<file path="src/rtl/lfp_pkg.sv">
package lfp_pkg;
  localparam int CTL_W = 11;

  localparam int B_LAZY   = 0;
  localparam int B_USER   = 1;
  localparam int B_THREAD = 2;
  localparam int B_HF     = 3;
  localparam int B_MM     = 4;
  localparam int B_BF     = 5;
  localparam int B_MON    = 6;
  localparam int B_UF     = 7;
  localparam int B_SF     = 8;
  localparam int B_LIM    = 9;
  localparam int B_SEC    = 10;

  typedef struct packed {
    logic sec_state;
    logic lim_viol;
    logic sf_rdy;
    logic uf_rdy;
    logic mon_rdy;
    logic bf_rdy;
    logic mm_rdy;
    logic hf_rdy;
    logic thread;
    logic user;
    logic lazy_act;
  } ctl_t;

  typedef struct packed {
    logic sec_state;
    logic priv0;
    logic handler;
    logic hf;
    logic bf;
    logic mm;
    logic mon;
    logic uf_ns;
    logic uf_s;
    logic sf;
  } ctx_in_t;
endpackage

</file>
<file path="src/rtl/lfp_limit_chk.sv">
module lfp_limit_chk #(
  parameter int ADDR_W    = 32,
  parameter bit HAS_SPLIM = 1'b1
) (
  input  logic              apply_i,
  input  logic [ADDR_W-1:0] frame_i,
  input  logic [ADDR_W-1:0] limit_i,
  input  logic              ign_ctl_i,
  input  logic              negpri_i,
  output logic              we_o,
  output logic              viol_o
);
  logic below;
  logic ign;

  generate
    if (HAS_SPLIM) begin : g_lim
      always_comb begin
        below  = (frame_i < limit_i);
        ign    = negpri_i & ign_ctl_i;
        we_o   = apply_i;
        viol_o = below & ~ign;
      end
    end else begin : g_nolim
      always_comb begin
        below  = 1'b0;
        ign    = 1'b0;
        we_o   = 1'b0;
        viol_o = 1'b0;
      end
    end
  endgenerate
endmodule

</file>
<file path="src/rtl/lfp_bank_next.sv">
module lfp_bank_next
  import lfp_pkg::*;
#(
  parameter bit BANK_IS_SEC = 1'b0,
  parameter bit HAS_SEC     = 1'b1
) (
  input  ctl_t    cur_i,
  input  ctx_in_t in_i,
  input  logic    lim_we_i,
  input  logic    lim_viol_i,
  output ctl_t    nxt_o
);
  logic own;

  always_comb begin
    own   = (in_i.sec_state == BANK_IS_SEC);
    nxt_o = cur_i;
    if (own) begin
      nxt_o.lazy_act = 1'b1;
      nxt_o.user     = in_i.priv0;
      nxt_o.thread   = ~in_i.handler;
      nxt_o.mm_rdy   = in_i.mm;
      if (lim_we_i) nxt_o.lim_viol = lim_viol_i;
    end
    if (BANK_IS_SEC) begin
      nxt_o.sec_state = in_i.sec_state;
      nxt_o.hf_rdy    = in_i.hf;
      nxt_o.bf_rdy    = in_i.bf;
      nxt_o.mon_rdy   = in_i.mon;
      if (HAS_SEC) begin
        nxt_o.uf_rdy = in_i.uf_s;
        nxt_o.sf_rdy = in_i.sf;
      end
    end else begin
      nxt_o.uf_rdy = in_i.uf_ns;
    end
  end
endmodule

</file>
<file path="src/rtl/lfp_ctx_update.sv">
module lfp_ctx_update
  import lfp_pkg::*;
#(
  parameter int ADDR_W    = 32,
  parameter bit HAS_SEC   = 1'b1,
  parameter bit HAS_SPLIM = 1'b1
) (
  input  logic              clk,
  input  logic              rst_n,
  input  logic              upd_i,
  input  logic [ADDR_W-1:0] frame_ptr_i,
  input  logic              sec_state_i,
  input  logic              priv0_i,
  input  logic              handler_i,
  input  logic              apply_lim_i,
  input  logic [ADDR_W-1:0] sp_limit_i,
  input  logic              ovf_ign_ctl_i,
  input  logic              negpri_pend_i,
  input  logic              hf_rdy_i,
  input  logic              bf_rdy_i,
  input  logic              mm_rdy_i,
  input  logic              mon_rdy_i,
  input  logic              uf_ns_rdy_i,
  input  logic              uf_s_rdy_i,
  input  logic              sf_rdy_i,
  output logic [ADDR_W-1:0] addr_s_o,
  output logic [ADDR_W-1:0] addr_ns_o,
  output logic [CTL_W-1:0]  ctl_s_o,
  output logic [CTL_W-1:0]  ctl_ns_o
);
  localparam int NBANK = 2;
  localparam int ALIGN = 3;

  ctx_in_t           ctx_in;
  logic              lim_we;
  logic              lim_viol;
  logic [ADDR_W-1:0] frame_al;
  ctl_t              ctl_q   [NBANK];
  ctl_t              ctl_nxt [NBANK];
  logic [ADDR_W-1:0] addr_q  [NBANK];

  always_comb begin
    ctx_in.sec_state = sec_state_i;
    ctx_in.priv0     = priv0_i;
    ctx_in.handler   = handler_i;
    ctx_in.hf        = hf_rdy_i;
    ctx_in.bf        = bf_rdy_i;
    ctx_in.mm        = mm_rdy_i;
    ctx_in.mon       = mon_rdy_i;
    ctx_in.uf_ns     = uf_ns_rdy_i;
    ctx_in.uf_s      = uf_s_rdy_i;
    ctx_in.sf        = sf_rdy_i;
    frame_al         = {frame_ptr_i[ADDR_W-1:ALIGN], {ALIGN{1'b0}}};
  end

  lfp_limit_chk #(
    .ADDR_W   (ADDR_W),
    .HAS_SPLIM(HAS_SPLIM)
  ) u_lim (
    .apply_i  (apply_lim_i),
    .frame_i  (frame_ptr_i),
    .limit_i  (sp_limit_i),
    .ign_ctl_i(ovf_ign_ctl_i),
    .negpri_i (negpri_pend_i),
    .we_o     (lim_we),
    .viol_o   (lim_viol)
  );

  // bank index 0 = non-secure copy, 1 = secure copy
  generate
    for (genvar b = 0; b < NBANK; b++) begin : g_bank
      lfp_bank_next #(
        .BANK_IS_SEC(b == 1),
        .HAS_SEC    (HAS_SEC)
      ) u_next (
        .cur_i     (ctl_q[b]),
        .in_i      (ctx_in),
        .lim_we_i  (lim_we),
        .lim_viol_i(lim_viol),
        .nxt_o     (ctl_nxt[b])
      );

      always_ff @(posedge clk) begin
        if (!rst_n) begin
          ctl_q[b]  <= '0;
          addr_q[b] <= '0;
        end else if (upd_i) begin
          ctl_q[b] <= ctl_nxt[b];
          if (sec_state_i == (b == 1)) addr_q[b] <= frame_al;
        end
      end
    end
  endgenerate

  assign addr_s_o  = addr_q[1];
  assign addr_ns_o = addr_q[0];
  assign ctl_s_o   = ctl_q[1];
  assign ctl_ns_o  = ctl_q[0];

  // address lands aligned in the current bank
  a_r2_addr_sec: assert property (@(posedge clk) disable iff (!rst_n)
    (upd_i && sec_state_i) |=>
      (addr_s_o[ALIGN-1:0] == '0) &&
      (addr_s_o[ADDR_W-1:ALIGN] == $past(frame_ptr_i[ADDR_W-1:ALIGN])) &&
      $stable(addr_ns_o));
  a_r2_addr_nsec: assert property (@(posedge clk) disable iff (!rst_n)
    (upd_i && !sec_state_i) |=>
      (addr_ns_o[ALIGN-1:0] == '0) &&
      (addr_ns_o[ADDR_W-1:ALIGN] == $past(frame_ptr_i[ADDR_W-1:ALIGN])) &&
      $stable(addr_s_o));

  // lazy-active set in the current bank
  a_r3_lazy_set: assert property (@(posedge clk) disable iff (!rst_n)
    upd_i |=> ($past(sec_state_i) ? ctl_s_o[B_LAZY] : ctl_ns_o[B_LAZY]));

  // non-secure usage-fault flag always reaches the non-secure copy
  a_r8_ns_uf: assert property (@(posedge clk) disable iff (!rst_n)
    upd_i |=> ctl_ns_o[B_UF] == $past(uf_ns_rdy_i));

  // ignore condition forces the violation flag clear
  a_r10_ign_clears: assert property (@(posedge clk) disable iff (!rst_n)
    (upd_i && apply_lim_i && negpri_pend_i && ovf_ign_ctl_i && HAS_SPLIM) |=>
      !($past(sec_state_i) ? ctl_s_o[B_LIM] : ctl_ns_o[B_LIM]));

  // nothing moves without the strobe
  a_r11_hold: assert property (@(posedge clk) disable iff (!rst_n)
    !upd_i |=> $stable(ctl_s_o) && $stable(ctl_ns_o) &&
               $stable(addr_s_o) && $stable(addr_ns_o));
endmodule

</file>
<file path="config.mk">
export PLATFORM = sky130hd
export DESIGN_NAME = lfp_ctx_update
export DESIGN_NICKNAME = d
export VERILOG_FILES = /design/src/rtl/lfp_pkg.sv /design/src/rtl/lfp_limit_chk.sv /design/src/rtl/lfp_bank_next.sv /design/src/rtl/lfp_ctx_update.sv
export SDC_FILE = /design/constraint.sdc
export NUM_CORES = 1
export LEC_CHECK = 0
export CAP_MARGIN = 15
export CORE_MARGIN = 1.5
export CORE_UTILIZATION = 39
export CTS_BUF_LIST = sky130_fd_sc_hd__clkbuf_4 sky130_fd_sc_hd__clkbuf_8
export CTS_CLUSTER_DIAMETER = 100
export CTS_CLUSTER_SIZE = 28
export DETAILED_ROUTE_END_ITERATION = 10
export PLACE_DENSITY = 0.79
export SYNTH_ARGS = -nofsm -noshare
export SYNTH_HDL_FRONTEND = slang
export SYNTH_SLANG_ARGS = --single-unit
</file>
<file path="constraint.sdc">
create_clock -name clk -period 3.8 [get_ports clk]
set_input_delay 0.76 -clock clk [delete_from_list [all_inputs] [get_ports clk]]
set_output_delay 0.76 -clock clk [all_outputs]
set_load 0.01 [all_outputs]
</file>
---- After elaboration in Yosys (flattened, before gate mapping) ----
Memory sizes are Yosys's and may differ from the RTL's.
Cells that the tools add are included.
storage, ports and cells
  register bits after elaboration ......... 0
  bits in writable memories ............... 80
  input port bits ......................... 80
  output and inout bits ................... 86
  logic and storage cells ................. 35
  memories kept ........................... 2
memories
  memory  depth  width  read ports  clocked after memory_dff  write ports  RTL line              text
  addr_q  2      29     2           0                         2            lfp_ctx_update.sv:40  logic [ADDR_W-1:0] addr_q [NBANK];
  ctl_q   2      11     2           0                         2            lfp_ctx_update.sv:38  ctl_t ctl_q [NBANK];
operators by class
  order comparisons ....................... 1
  muxes and demuxes ....................... 24
  bitwise operators ....................... 8
operators with widths
  kind            count
  $mux W29        2
  $lt A32 B32 Y1  1
  $mux W11        2
  $mux W1         18
  $mux W3         2
  $or A1 B1 Y1    4
  $and A1 B1 Y1   2
  $not A1 Y1      2

---- Logic depth before layout (Yosys ltp) ----
Gate-level depths: netlist of run 1.
  word-level depth ........................ 6
  mapped depth ............................ 7
  depth with buffers taken out ............ 7

---- Hierarchy ----
From an unflattened synthesis of run 1, not the netlist that was laid out.
unflattened totals
  cells, all modules ...................... 325
  area total of the unflattened synthesis .. 4073.9 µm²
modules (own cells, without submodules)
  module                            times used  cells an instance  area each (µm²)  seq. area each (µm²)
  lfp_ctx_update                    1           187                3067.9           2402.3
  lfp_limit_chk                     1           112                789.5            0.0
  lfp_bank_next (g_bank[1].u_next)  1           13                 108.9            0.0
  lfp_bank_next (g_bank[0].u_next)  1           13                 107.6            0.0

---- Least setup slack after synthesis of run 1 ----
OpenSTA, ideal clock, no wires.
  path kind ............................... in2reg
  start point ............................. input port upd_i
  end point ............................... memory ctl_q[0][9] (netlist bit), enable pin
  setup time .............................. 298 ps
  arrival time ............................ 3475 ps
  required time ........................... 3502 ps
  path slack .............................. 27 ps
  stages .................................. 4
  buffers on the path ..................... 1
  path through ............................ clkbuf_1 inv_1 o21ai_0 o21a_1
RTL lines
  item             RTL line              text
  start, declared  lfp_ctx_update.sv:10  input logic upd_i,
  end, declared    lfp_ctx_update.sv:38

==> flow_summary.ini, run 1 <==
[yosys]
postSynth.topFlopCell = edfxtp_1
syn_avg_cell_area_sq_um = 12.9
area_share_of_and_or_nand_nor_cells_after_synthesis = 0.151
synth_top_cells_by_count = edfxtp_1, and2_1, inv_1, ha_1, nand2_1
synth.top_cells.by_area = edfxtp_1, ha_1, and2_1
synth_enable_flop_cells = 75
postSynthRegisterBits = 75
post-synth-top-area-cell = edfxtp_1
yosys.area.top_type_share = 0.618
yosysUniqueCellTypes = 29
synth_top_family_by_area = simple AND/OR/NAND/NOR gates
synthArstFlopShare = 0
syn_area_sq_um = 3640
synthesized_area_fraction_occupied_by_xor_and_xnor_cells = 0
synth-warning-count = 0
post_synthesis_compound_gate_area_fraction = 0.0580
synth-adder-area-share = 0.106
yosys-mux-area-fraction = 0
postSynthCellCount = 283
synthMostInstantiatedCell = edfxtp_1
synth.yosys.seq_area_share = 0.618

[global_route]
first_global_vias = 2739
number_of_antenna_violations_at_the_first_check_in_global_routing = 0
global_route.usage.total = 0.177
grt_max_degree = 31
grt_overflow = 0
grt_first_pass_wirelength_mm = 13.2

[detailed_routing]
wl_per_cell_microns = 15.3
via_count = 2626
detail-route-antenna-nets = 0
detail_route.wirelength_mm = 8.58
avgViaCountPerCell = 4.70
drc = 0
drt_iter0_drc = 68
drt_first_pass_iters = 4

[job]
drv_cap = 0

[worst_setup_path]
critical_path.cell_chain = clkdlybuf4s50_1 > inv_1 > ha_1 > a21oi_1 > o21ai_0 > a221oi_2 > o311ai_1 > a21oi_1
cpPeakStageDelay_ns = 0.46
setup.worst_path.end = ctl_q[0][9]$_SDFFCE_PN0P_
timing.critical_path.to_type = flop
arrival_ns = 2.73
crit_fanout = 2
crit_path_frequent_cell = a21oi_1
start_point_of_the_critical_path = sp_limit_i[17]
timing.setup.critical_path_class = input port to flop
cp_data_required_time_ns = 3.97
startpoint_type = input port
worst_path_max_delay_cell = clkdlybuf4s50_1

[power_and_ir_drop]
power.density_nw_per_um2 = 353
power.leakage_nw = 2.28
vdd.ir_drop.worst_mv = 0.135

[timing]
grt_setup_unrepaired = no
tightestPinTransition_ns = 0.982
setup_total_negative_slack_ns = 0
layout_min_cycle_time_ns = 2.55
final_hold_viol_count = 0
post-route-period-util = 0.672
slew-limit-headroom = 0.345
timing.final.setup_violations = 0
fmaxAchievable_mhz = 391
finalMaxSlewViolations = 0

[final_layout]
number_of_fillers_in_the_final_layout = 726
final_layout_size_suffix_gt1_frac = 0.0513
area_growth_syn_to_layout_pct = 50.0
multi_input_logic_area_sq_um = 1200
nNetsFinal = 554
n_antenna_cell = 0
layout.core_utilization = 0.597
layout.area.seq_sq_um = 2250

[clock_network]
numCtsBuffers = 9
post-cts-setup-buffer-count = 0
cts-root-buf = clkbuf_8
cts.sinks = 75
max-clock-path-buffers = 2
clk_transition_reported_paths_ns = 0.07
quantity_of_hold_fixing_buffers_added_after_cts = 0
tritoncts = yes
cts.htree.levels = 3
cts-resized-gates = 0

[floorplanning]
die-height_microns = 99.7
core.rowCount = 35
coreArea_sq_um = 9150
die-area_sq_um = 9930
die_x_microns = 99.7
boundaryPins = 166
floorplan.initialDensity = 0.398

[run_status]
run_status = finished clean

[placement]
port-buffer-count = 154
gpl.final_weighted_congestion = 0.734
dp.final_hpwl_mm = 6.63

[hold_path]
min-delay-path-class = input port to flop
worst min path at each step:
stage,from,endpoint,slack [ns],cells after the start
after floorplan,frame_ptr_i[3],addr_q[0][0]$_SDFFCE_PN0P_,0.96,1
after global placement,uf_ns_rdy_i,ctl_q[0][7]$_SDFFCE_PN0P_,1.45,2
after detailed placement,uf_s_rdy_i,ctl_q[1][7]$_SDFFCE_PN0P_,1.46,2
after CTS,uf_s_rdy_i,ctl_q[1][7]$_SDFFCE_PN0P_,1.09,2
after global routing,uf_s_rdy_i,ctl_q[1][7]$_SDFFCE_PN0P_,1.10,2
final,uf_s_rdy_i,ctl_q[1][7]$_SDFFCE_PN0P_,1.11,2
logic make-up after synthesis:
group / after synthesis
AOI/OAI and AO/OA: 30
and+or+nand+nor: 94
DFF: 75
adders and majority gates: 31
other: 1
buffers and inverters: 52
state kept, by name (all words and copies together), names as in the netlist:
signal,count
ctl_q,17
addr_q,58
worst max-delay path: cells and delay by family:
family                   cells  cell delay [ns]
buffers and inverters        2             0.50
AO/OA/AOI/OAI                5             1.18
adder cells (fa/ha/maj)      1             0.28
final cells by class:
| type | instances | share of cell area |
|---|---|---|
| sequential | 75 | 0.412 |
| clock buffer | 12 | 0.0268 |
| clock inverter | 4 | 0.00320 |
| multi-input combinational | 166 | 0.220 |
| timing repair buffer | 158 | 0.290 |
| tap | 111 | 0.0254 |
| inverter | 33 | 0.0227 |
power by group:
group          total (W)  switching (W)  internal [W]
logic           0.000401       0.000169      0.000233
registers        0.00100      0.0000196      0.000984
clock network   0.000526       0.000273      0.000253
total            0.00193       0.000462       0.00147
stage by stage:
stage,std cells,worst slack (ns),hold slack (ns),total power (W),instance area (sq um)
after floorplan,293,0.0270,0.958,0.00117,3680
after global placement,543,0.980,1.45,0.00142,5300
after detailed placement,543,0.881,1.46,0.00143,5300
after CTS,559,1.24,1.09,0.00195,5470
after global routing,559,1.11,1.10,0.00202,5470
final,559,1.25,1.11,0.00193,5470
layer usage:
metal  global-route usage  vias up  share of wire
li1                     -     1287              -
met5                    0        -              0
met1                0.204     1225           0.42
met4               0.0823        0          0.018
met2                0.323      102           0.52
met3               0.0267       12          0.047
cell usage in the layout (no fill, tap or decap), types with 5 or more instances in the layout:
cell type and count:
and3_1 9, edfxtp_1 75, ha_1 31, and2_1 58
nor2_1 5, clkbuf_8 9, nand2_1 13, conb_1 11
inv_1 33, a21oi_1 9, clkdlybuf4s50_1 154
(Power assumes the default switching activity.)
==> inputs of run 2 (changes only) <==
- clock period: 3.8 -> 2.3 ns (I/O delays scaled with it)
==> flow_summary.ini, run 2 (synthesis results as in run 1) <==
[worst_setup_path]
crit_fanout = 2
cp_data_required_time_ns = 2.37
timing.critical_path.to_type = flop
arrival_ns = 2.15
startpoint_type = input port
timing.setup.critical_path_class = input port to flop

[global_route]
grt_overflow = 0
first_global_vias = 2781
grt_max_degree = 30
global_route.usage.total = 0.177
number_of_antenna_violations_at_the_first_check_in_global_routing = 0
grt_first_pass_wirelength_mm = 13.4

[floorplanning]
coreArea_sq_um = 9150
floorplan.initialDensity = 0.398
die-height_microns = 99.7
core.rowCount = 35
die-area_sq_um = 9930
die_x_microns = 99.7
boundaryPins = 166

[detailed_routing]
drt_first_pass_iters = 4
detail-route-antenna-nets = 0
detail_route.wirelength_mm = 8.50
drc = 0
avgViaCountPerCell = 4.69
via_count = 2720
wl_per_cell_microns = 14.7
drt_iter0_drc = 52

[final_layout]
mostFrequentLayoutCell = clkdlybuf4s50_1
max_flop_register = addr_q
reg.largest.list = addr_q: 58 flops, ctl_q: 17 flops
final_cell_mix = clkdlybuf4s50_1, edfxtp_1, and2_1, inv_1, ha_1
n_antenna_cell = 0
largest_register_ffs = 58
nNetsFinal = 575
area_growth_syn_to_layout_pct = 55.2
final_layout_size_suffix_gt1_frac = 0.0981

[placement]
pre_cts_slack_ns = -0.196
dp.final_hpwl_mm = 6.72
port-buffer-count = 154
gpl.final_weighted_congestion = 0.769

[clock_network]
tritoncts = yes
cts.sinks = 75
clk_transition_reported_paths_ns = 0.08
cts.htree.levels = 3
cts-root-buf = clkbuf_8
numCtsBuffers = 9
quantity_of_hold_fixing_buffers_added_after_cts = 0
post-cts-setup-buffer-count = 0
cts-resized-gates = 0
max-clock-path-buffers = 2

[power_and_ir_drop]
vdd.ir_drop.worst_mv = 0.349
power.density_nw_per_um2 = 578
totalPowerFinal_w = 0.00327
power.leakage_nw = 2.38

[timing]
finalHoldWorstSlack_ns = 0.802
grt_setup_unrepaired = no
setup_total_negative_slack_ns = 0
layout_min_cycle_time_ns = 2.08
post-route-period-util = 0.905
fmaxAchievable_mhz = 481
worst_path_setup_slack_after_routing_ns = 0.219
finalMaxSlewViolations = 0
final_hold_viol_count = 0
timing.final.setup_violations = 0

[run_status]
run_status = finished clean

[job]
drv_cap = 0

[hold_path]
min-delay-path-class = input port to flop
==> run 2: cell count changes in the layout (fill, tap and decap cells not counted) <==
cell	delta
buf_4	+20
clkinvlp_4	+3
clkbuf_4	-2
clkinv_1	-2
clkinv_2	-2
inv_6	+2
buf_12	+1
clkinv_4	+1
==> run 2: per-stage QoR <==
step	utilization	cell area (sq um)	cells
finish	0.618	5650	580
global route	0.618	5650	580
CTS	0.618	5650	580
detailed placement	0.598	5470	564
global placement	0.598	5470	564
floorplan	-	3680	293
==> run 2: layer usage <==
layer,vias to the layer above,wire length (microns),global-route usage
met3,9,642,0.0485
met1,1277,3170,0.186
met2,108,4580,0.335
met5,-,0,0
met4,0,108,0.0693
li1,1326,-,-
==> run 2: worst paths after layout <==
path           from                        end  slack (ns)  cells after the start
max   sp_limit_i[3]  ctl_q[1][9]$_SDFFCE_PN0P_        0.22                      8
min       handler_i  ctl_q[1][2]$_SDFFCE_PN0P_        0.80                      2
==> run 2: report_power, final <==
group	switching [W]	internal (W)	total (W)
sequential	0.0000292	0.00162	0.00165
clock	0.000507	0.000413	0.000920
combinational	0.000283	0.000412	0.000696
total	0.000820	0.00245	0.00327
==> run 2: critical path, cell delays in order <==
cell	delay (ns)
clkdlybuf4s50_1	0.45
inv_1	0.04
ha_1	0.27
o21a_1	0.11
nor2_1	0.04
o31a_1	0.29
o311ai_1	0.36
a21oi_1	0.13
==> run 2: area by class of cell <==
| class | instances | area [sq um] |
|---|---|---|
| fillers | 769 | 3500 |
| inverters | 33 | 124 |
| well taps | 111 | 139 |
| repair buffers | 179 | 1750 |
| clock inverters | 6 | 48.8 |
| flip-flops and latches | 75 | 2250 |
| clock buffers | 10 | 131 |
| multi-input cells | 166 | 1200 |
